<file path="config.mk">
export PLATFORM = sky130hd
export DESIGN_NAME = poweron_init_seq
export DESIGN_NICKNAME = d
export VERILOG_FILES = /design/src/rtl/pwrinit_pkg.sv /design/src/rtl/pi_mode_latch.sv /design/src/rtl/pi_timeout.sv /design/src/rtl/pi_seq_fsm.sv /design/src/rtl/poweron_init_seq.sv
export SDC_FILE = /design/constraint.sdc
export NUM_CORES = 1
export LEC_CHECK = 0
export ABC_CLOCK_PERIOD_IN_PS = 1500
export BUFFER_PORTS_ARGS = -buffer_cell sky130_fd_sc_hd__buf_2
export CAP_MARGIN = 20
export CORE_MARGIN = 2
export CORE_UTILIZATION = 45
export CTS_BUF_LIST = sky130_fd_sc_hd__clkbuf_2
export DETAILED_ROUTE_END_ITERATION = 12
export PLACE_DENSITY = 0.66
export SETUP_SLACK_MARGIN = 0.05
export SLEW_MARGIN = 20
export SYNTH_ARGS = -nofsm -noshare
export SYNTH_HDL_FRONTEND = slang
export SYNTH_HIERARCHICAL = 1
export SYNTH_SLANG_ARGS = --single-unit
</file>
<file path="constraint.sdc">
create_clock -name clk -period 1.5 [get_ports clk]
set_input_delay 0.3 -clock clk [delete_from_list [all_inputs] [get_ports clk]]
set_output_delay 0.3 -clock clk [all_outputs]
set_load 0.005 [all_outputs]
</file>
<file path="src/rtl/pwrinit_pkg.sv">
package pwrinit_pkg;

  typedef enum logic [2:0] {
    CM_MSER  = 3'd0,
    CM_MBUP  = 3'd1,
    CM_MBDN  = 3'd2,
    CM_PERI  = 3'd3,
    CM_SLAVE = 3'd4,
    CM_NONE  = 3'd7
  } cfg_mode_e;

  typedef enum logic [1:0] {
    ST_IDLE,
    ST_INIT,
    ST_HOLD_ERR,
    ST_READY
  } seq_state_e;

  // pin code to mode
  function automatic cfg_mode_e decode_sel(input logic [2:0] sel);
    cfg_mode_e m;
    case (sel)
      3'b000:  m = CM_MSER;
      3'b001:  m = CM_MBUP;
      3'b011:  m = CM_MBDN;
      3'b101:  m = CM_PERI;
      3'b111:  m = CM_SLAVE;
      default: m = CM_NONE;
    endcase
    return m;
  endfunction

  function automatic logic mode_is_master(input cfg_mode_e m);
    return (m == CM_MSER) || (m == CM_MBUP) || (m == CM_MBDN);
  endfunction

  function automatic logic mode_drives_clk(input cfg_mode_e m);
    return mode_is_master(m) || (m == CM_PERI);
  endfunction

endpackage

</file>
<file path="src/rtl/pi_mode_latch.sv">
module pi_mode_latch
  import pwrinit_pkg::*;
(
  input  logic      clk,
  input  logic      pwr_good,
  input  logic      capture,
  input  logic [2:0] sel,
  output cfg_mode_e mode_q,
  output logic      is_master,
  output logic      clk_drive,
  output logic      no_mode
);

  always_ff @(posedge clk) begin
    if (!pwr_good)
      mode_q <= CM_NONE;
    else if (capture)
      mode_q <= decode_sel(sel);
  end

  assign is_master = mode_is_master(mode_q);
  assign clk_drive = mode_drives_clk(mode_q);
  assign no_mode   = (mode_q == CM_NONE);


  mode_hold_chk: assert property (@(posedge clk) disable iff (!pwr_good)
    !capture |=> $stable(mode_q));

endmodule

</file>
<file path="src/rtl/pi_timeout.sv">
module pi_timeout #(
  parameter int BASE_TICKS = 16384
) (
  input  logic clk,
  input  logic run,
  input  logic tick,
  input  logic long_sel,
  output logic done
);

  localparam int LONG_TICKS = 4 * BASE_TICKS;
  localparam int CW         = $clog2(LONG_TICKS + 1);

  logic [CW-1:0] cnt;
  logic [CW-1:0] lim;

  assign lim = long_sel ? CW'(LONG_TICKS) : CW'(BASE_TICKS);

  always_ff @(posedge clk) begin
    if (!run)
      cnt <= '0;
    else if (tick)
      cnt <= cnt + 1'b1;
  end

  assign done = run && tick && (cnt == lim - 1'b1);


  cnt_range_chk: assert property (@(posedge clk) disable iff (!run)
    cnt < lim);

endmodule

</file>
<file path="src/rtl/pi_seq_fsm.sv">
module pi_seq_fsm
  import pwrinit_pkg::*;
(
  input  logic       clk,
  input  logic       pwr_good,
  input  logic       tmo_done,
  input  logic       no_mode,
  output seq_state_e state,
  output logic       run_tmo,
  output logic       capture
);

  seq_state_e nxt;

  always_comb begin
    nxt = state;
    case (state)
      ST_IDLE:     nxt = ST_INIT;
      ST_INIT: begin
        if (no_mode)       nxt = ST_HOLD_ERR;
        else if (tmo_done) nxt = ST_READY;
      end
      ST_HOLD_ERR: nxt = ST_HOLD_ERR;
      ST_READY:    nxt = ST_READY;
      default:     nxt = ST_IDLE;
    endcase
  end

  always_ff @(posedge clk) begin
    if (!pwr_good)
      state <= ST_IDLE;
    else
      state <= nxt;
  end

  assign run_tmo = (state == ST_INIT) && !no_mode;
  assign capture = (state == ST_IDLE) && pwr_good;


  no_early_ready_chk: assert property (@(posedge clk) disable iff (!pwr_good)
    (state == ST_INIT && !tmo_done) |=> (state != ST_READY));


  err_reserved_chk: assert property (@(posedge clk) disable iff (!pwr_good)
    (state == ST_HOLD_ERR) |-> no_mode);

  logic pg_low_q;
  always_ff @(posedge clk) pg_low_q <= !pwr_good;


  always_ff @(posedge clk) begin
    if (pg_low_q === 1'b1)
      idle_after_drop_chk: assert (state == ST_IDLE);
  end

endmodule

</file>
<file path="src/rtl/poweron_init_seq.sv">
module poweron_init_seq
  import pwrinit_pkg::*;
#(
  parameter int BASE_TICKS = 16384
) (
  input  logic       clk,
  input  logic       pwr_good,
  input  logic       tick,
  input  logic [2:0] cfg_sel,
  input  logic       pwrdn_req,
  output logic       io_hiz,
  output logic       io_pullup_en,
  output logic       pwrdn_inhibit,
  output logic       pwrdn_ok,
  output logic       cfg_clk_drive,
  output logic [2:0] cfg_mode,
  output logic       cfg_ready,
  output logic       mode_err
);

  seq_state_e state;
  cfg_mode_e  mode_q;
  logic       run_tmo, capture, tmo_done;
  logic       is_master, clk_drive, no_mode;
  logic       in_init;

  pi_seq_fsm u_fsm (
    .clk      (clk),
    .pwr_good (pwr_good),
    .tmo_done (tmo_done),
    .no_mode  (no_mode),
    .state    (state),
    .run_tmo  (run_tmo),
    .capture  (capture)
  );

  pi_mode_latch u_latch (
    .clk       (clk),
    .pwr_good  (pwr_good),
    .capture   (capture),
    .sel       (cfg_sel),
    .mode_q    (mode_q),
    .is_master (is_master),
    .clk_drive (clk_drive),
    .no_mode   (no_mode)
  );

  pi_timeout #(.BASE_TICKS(BASE_TICKS)) u_tmo (
    .clk      (clk),
    .run      (run_tmo),
    .tick     (tick),
    .long_sel (is_master),
    .done     (tmo_done)
  );

  assign in_init       = (state == ST_INIT) || (state == ST_HOLD_ERR);
  assign io_hiz        = (state != ST_READY);
  assign io_pullup_en  = in_init;
  assign pwrdn_inhibit = in_init;
  assign pwrdn_ok      = pwrdn_req && !in_init;
  assign cfg_clk_drive = clk_drive;
  assign cfg_mode      = mode_q;
  assign cfg_ready     = (state == ST_READY);
  assign mode_err      = (state == ST_HOLD_ERR);


  clk_dir_chk: assert property (@(posedge clk) disable iff (!pwr_good)
    cfg_ready |-> (cfg_clk_drive == (cfg_mode != 3'd4)));

endmodule

</file>
==> results of run 1 <==
-- cells in the final DEF (no fill, tap or decap), drive strengths merged --
cell type / instances
xor2: 1
a21bo: 1
nor3: 3
and2: 1
nor3b: 2
a21boi: 1
o31ai: 4
and3: 2
a21oi: 7
or4: 4
a211o: 1
nand4: 6
buf: 38
nand2b: 7
mux2i: 7
clkinvlp: 2
ha: 4
nand3b: 1
clkbuf: 3
dfxtp: 22
nor2: 6
or3: 3
nor4: 7
inv: 9
o221ai: 3
nand2: 11
xnor2: 3
o21ai: 4
nand3: 3
-- state kept, by name, summed over array words and instances, names as in the netlist --
name,count
u_tmo/cnt,17
u_latch/mode_q,3
u_fsm/state,2
-- kinds of logic (layout without fill, tap and decap cells) --
group                    after synthesis  after routing  share of synthesized area (%)
buffers and inverters                 16             52                           5.97
multiplexers                           7              7                           6.19
flip-flops                            22             22                           38.9
XOR/XNOR                               4              4                           3.10
adder cells (fa/ha/maj)                4              4                           4.42
AND/OR/NAND/NOR                       56             56                           29.2
AO/OA/AOI/OAI                         21             21                           12.2
-- worst paths after layout --
check	from	to	slack, ns	cells after the start
worst max-delay path	u_fsm/state[0]	pwrdn_ok	-0.03	4
worst min-delay path	pwr_good	u_latch/mode_q[1]	0.20	2
worst max register to register	u_tmo/cnt[1]	u_fsm/state[1]	-0.02	7
worst min register to register	u_tmo/cnt[7]	u_tmo/cnt[7]	0.50	2
-- power by group --
part	total (mW)	leakage [nW]	switching (mW)	internal (mW)
Clock	0.224	0.0125	0.169	0.0545
Combinational	0.439	0.385	0.212	0.228
Sequential	0.649	0.181	0.0310	0.618
-- repair_timing --
| action | CTS | global route |
|---|---|---|
| pin swaps | 11 | 5 |
| gates cloned | 1 | 1 |
| endpoints found under the setup margin | 13 | 26 |
| buffers inserted | 9 | 1 |
| resized for setup | 15 | 29 |
-- cells in the mapped netlist --
cell type	number
or4_1	4
or3_1	3
nand4_2	1
nor3_1	3
buf_4	1
o21ai_0	4
nand3b_1	1
dfxtp_1	22
nor4_1	7
a21bo_1	1
nor3b_1	2
a211o_1	1
ha_1	4
inv_1	10
nand2_1	11
nor2_1	6
nand3_1	3
nand4_1	4
buf_2	3
clkbuf_1	2
o31ai_1	4
nand2b_1	7
xor2_1	1
a21oi_1	7
xnor2_1	3
mux2i_1	7
o221ai_1	3
nand4_4	1
and3_1	2
a21boi_0	1
and2_1	1
-- layout make-up --
cell class / instances / share of cell area [%]
clock buffers: 3 / 0.949
inverters: 10 / 2.61
multi-input cells: 92 / 47.2
flip-flops and latches: 22 / 28.7
well taps: 30 / 2.37
repair buffers: 38 / 17.7
repair inverters: 1 / 0.475
-- through the flow --
stage	utilization [%]	worst slack, ns
3_5_place_dp	54.0	-0.0807
2_1_floorplan	-	0.0596
5_1_grt	65.0	-0.126
3_3_place_gp	54.0	0.0619
6_report	65.0	-0.0299
4_1_cts	59.9	-0.0349
-- routing by layer --
| layer | GRT usage, % | share of wire, % | vias to the layer above |
|---|---|---|---|
| met5 | 0 | 0 | - |
| met3 | 2.78 | 2.8 | 6 |
| met2 | 38.2 | 54 | 21 |
| met1 | 24.6 | 42 | 510 |
| met4 | 10.8 | 1.6 | 0 |
| li1 | - | - | 543 |
==> metrics.yaml, run 1 <==
route:
  first_iter_violations: 18
  detail-route-antenna-nets: 0
  drc: 0
  avgRoutedWirePerCell_um: 14.6
  first_pass_iters: 6
  vias: 1080
  drt-total-wl_um: 2860
  viasPerCell: 5.51
yosys:
  yosys.area.top_type_share_pct: 38.9
  synth.ff_latch_count: 22
  syn_nets: 141
  syn_inst: 130
  ys_top_cells_by_area: "dfxtp_1 (39%), mux2i_1 (6.2%), ha_1 (4.4%)"
  postSynthAreaPerCell_sq_um: 8.70
  synthDistinctLibCells: 31
  synth.largest_area_cell: "dfxtp_1"
  synth.yosys.seq_area_share_pct: 38.9
  yosysWarnings: 6
  syn_area_sq_um: 1130
global_routing:
  grt_overflow_total: 0
  grt_first_pass_wirelength_um: 4500
  track_usage_pct: 21.4
  antenna_found_initial: 0
  grt_max_degree: 14
  grt_pass1_vias: 1078
setup_path:
  path_delay_family: "flip-flops"
  max_stage_delay_ns: 0.40
  crit_path_start_kind: "flop"
  cp-end-kind: "primary output"
  path_cells: "inv_2, ha_4, and2_4, buf_6"
  arrival_ns: 1.23
  worstPathMaxFanout: 3
  critPathKind: "flop to primary output"
  worstPathBufferInverterCount: 2
  crit_path_top_delay_cell: "dfxtp_2"
  required_ns: 1.20
timing:
  rsz0062_at_grt: "yes"
  worst_pin_slew_ns: 0.437
  hold_violations: 0
  fin_crit_sh_pct: 102
  holdWs_ns: 0.201
  finalCriticalPeriod_ns: 1.53
  final-max-slew-violation-count: 0
  setup_violations: 2
  finClkSkew_ns: 0.00180
  layout_setup_ws_ns: -0.0299
  fmax_mhz: 654
  setup_tns_ns: -0.0463
  relSlewSlack_pct: 70.8
clocking:
  cts_buffers: 3
  root_buffer: "clkbuf_2"
  h-tree-depth: 1
  holdBufCountCts: 0
  clk_path_buf_depth: 2
  cts_sinks: 22
  clkTransAtPathRegs_ns: 0.19
  cts_tree: "yes"
  clk_latency_ns: 0.31
finish:
  antenna_cells: 0
  seq_area_sq_um: 454
  fin_nets: 179
  synthToLayoutAreaGrowth_pct: 39.8
  design_area_sq_um: 1580
  multi_input_area_sq_um: 746
  fin_cells: 196
  final_layout_size_suffix_gt1_share_pct: 44.6
  fillers: 211
flow_run:
  drv_cap: 0
run_status:
  status: "finished, violations left"
  violations: "negative setup slack"
floorplanning:
  rows: 18
  initial_core_util_pct: 46.5
  die_h_um: 54.1
  die_area_sq_um: 2930
  core_area_sq_um: 2430
  io_pins: 17
  die_x_um: 54.1
place:
  hpwl_um: 1860
  gp_congestion: 0.760
  place_inst: 182
  portBuffers: 16
  dpl_cell_area_sq_um: 1310
power:
  peakVddDrop_mv: 0.710
  power_mw: 1.31
  leakage_nw: 0.579
  powerDensity_nw_per_um2: 830
hold_path:
  hold_path_class: "primary input to flop"
Power figures use the tool's default switching activity.
==> inputs of run 2 (changes only) <==
==> constraint.sdc (replaced) <==
create_clock -name clk -period 1.5 [get_ports clk]
set_input_delay 0.075 -clock clk [delete_from_list [all_inputs] [get_ports clk]]
set_output_delay 0.075 -clock clk [all_outputs]
set_load 0.005 [all_outputs]
==> run 2 against run 1 <==
The flow still finishes with violations (negative setup slack). Final area shrank 5.8%. Non-clock buffer count shrank 1. Sequential power shrank 1%. Setup slack gained 0.015 ns. First-iteration DRC count shrank 22%. Critical path type is now flop to flop. Critical endpoint is now u_fsm/state[1]. Largest cell class unchanged.
==> metrics.yaml, run 2 (same netlist as run 1, synthesis figures left out) <==
place:
  dpl_cell_area_sq_um: 1310
  post-place-ws_ns: 0.0173
  portBuffers: 16
  hpwl_um: 1740
  place_inst: 181
  gp_congestion: 0.714
timing:
  layout_setup_ws_ns: -0.0152
  hold_violations: 0
  rsz0062_at_grt: "yes"
  final-max-slew-violation-count: 0
  worst_pin_slew_ns: 0.348
  finClkSkew_ns: 0.0111
  setup_tns_ns: -0.0152
  fin_crit_sh_pct: 101
  fmax_mhz: 660
  relSlewSlack_pct: 76.6
  finalCriticalPeriod_ns: 1.52
  setup_violations: 1
  holdWs_ns: 0.0825
global_routing:
  grt_max_degree: 14
  antenna_found_initial: 0
  track_usage_pct: 18.5
  grt_pass1_vias: 949
  grt_overflow_total: 0
  grt_first_pass_wirelength_um: 3970
finish:
  fillers: 227
  reg.largest.list: "u_tmo/cnt: 17 flops, u_latch/mode_q: 3 flops, u_fsm/state: 2 flops"
  final_util_pct: 61.3
  fin_cells: 195
  antenna_cells: 0
  largest-register: "u_tmo/cnt"
  design_area_sq_um: 1490
  final_cell_mix: "buf_2 (16), buf_4 (16), dfxtp_1 (15), nand2_1 (11), inv_1 (8)"
  final_layout_size_suffix_gt1_share_pct: 35.2
  fin_nets: 177
  largest_reg_flops: 17
  synthToLayoutAreaGrowth_pct: 31.7
route:
  wl_met3_um: 115
  highest_layer: "met4"
  first_iter_violations: 14
  detail-route-antenna-nets: 0
  viasPerCell: 5.56
  met2_length_um: 1290
  avgRoutedWirePerCell_um: 13.5
  vias: 1085
  first_pass_iters: 4
  drt-total-wl_um: 2640
  drc: 0
  met1_length_um: 1190
power:
  peakVddDrop_mv: 0.784
  powerDensity_nw_per_um2: 845
  p_int_mw: 0.877
  pwr-share-clk_pct: 18.3
  p_switching_mw: 0.383
  power_mw: 1.26
  p_sw_share_pct: 30.4
  p_seq_share_pct: 50.9
  pwr-share-comb_pct: 30.8
  leakage_nw: 0.591
clocking:
  clk_path_buf_depth: 2
  clk_latency_ns: 0.32
  clkTransAtPathRegs_ns: 0.20
  cts_tree: "yes"
  root_buffer: "clkbuf_2"
  cts_sinks: 22
  cts_buffers: 3
  h-tree-depth: 1
flow_run:
  drv_cap: 0
run_status:
  status: "finished, violations left"
  violations: "negative setup slack"
setup_path:
  critPathKind: "flop to flop"
  worstPathMaxFanout: 3
  crit-reg2reg-launch: "u_latch/mode_q[0]"
  required_ns: 1.78
  rrSetupSlack_ns: -0.02
  reg2reg_depth: 6
  cp-end-kind: "flop"
  arrival_ns: 1.79
  crit_path_start_kind: "flop"
  reg2reg_to: "u_fsm/state[1]"
hold_path:
  hold_end: "u_tmo/cnt[0]"
  hp-start: "tick"
  hold_path_class: "primary input to flop"
  holdPathStages: 3
floorplanning:
  io_pins: 17
  initial_core_util_pct: 46.5
  die_x_um: 54.1
  die_area_sq_um: 2930
  core_area_sq_um: 2430
  die_h_um: 54.1
  rows: 18
[run 2: how the worst max path moves through the flow]
stage	from	to	depth (start not counted)
final	u_latch/mode_q[0]	u_fsm/state[1]	6
after global routing	u_tmo/cnt[0]	u_fsm/state[1]	7
after CTS	u_tmo/cnt[0]	u_tmo/cnt[12]	5
after detailed placement	u_latch/mode_q[1]	u_fsm/state[1]	7
after global placement	u_tmo/cnt[0]	u_fsm/state[1]	7
after floorplan	u_tmo/cnt[0]	u_fsm/state[1]	7
[run 2: routing by layer]
metal / GRT usage (%) / vias to the layer above
li1: - / 540
met1: 21.3 / 516
met2: 33.5 / 25
met3: 5.56 / 4
met4: 3.75 / 0
met5: 0 / -
[run 2: cell type report]
| cell class | instances | area, sq um | share of cell area (%) |
|---|---|---|---|
| Inverter | 10 | 40.0 | 2.69 |
| Sequential cell | 22 | 449 | 30.1 |
| Clock inverter | 1 | 3.75 | 0.252 |
| Clock buffer | 3 | 15.0 | 1.01 |
| Timing Repair Buffer | 37 | 255 | 17.1 |
| Multi-Input combinational cell | 92 | 689 | 46.3 |
| Tap cell | 30 | 37.5 | 2.52 |
[run 2: timing repair]
| item | CTS | global route |
|---|---|---|
| buffers inserted | 4 | 4 |
| hold endpoints to repair | 4 | 0 |
| cloned | 0 | 1 |
| pin swaps | 1 | 12 |
| hold buffers | 1 | 0 |
| endpoints found under the setup margin | 11 | 17 |
| gates resized for setup | 8 | 17 |
[run 2: power groups by stage]
stage | clock [mW] | combinational, mW | sequential (mW)
after floorplan | 0 | 0.170 | 0.654
after detailed placement | 0 | 0.308 | 0.642
after CTS | 0.243 | 0.352 | 0.634
final | 0.230 | 0.388 | 0.641
after global routing | 0.269 | 0.427 | 0.647
after global placement | 0 | 0.300 | 0.639
[run 2: worst max-delay path, cell delays in order, from the launching register on]
cell and delay [ns]:
dfxtp_2 0.40, a21oi_2 0.06, or3_1 0.30, a211o_1 0.31, nor4_2 0.23, nor3_1 0.10, nor2_1 0.09
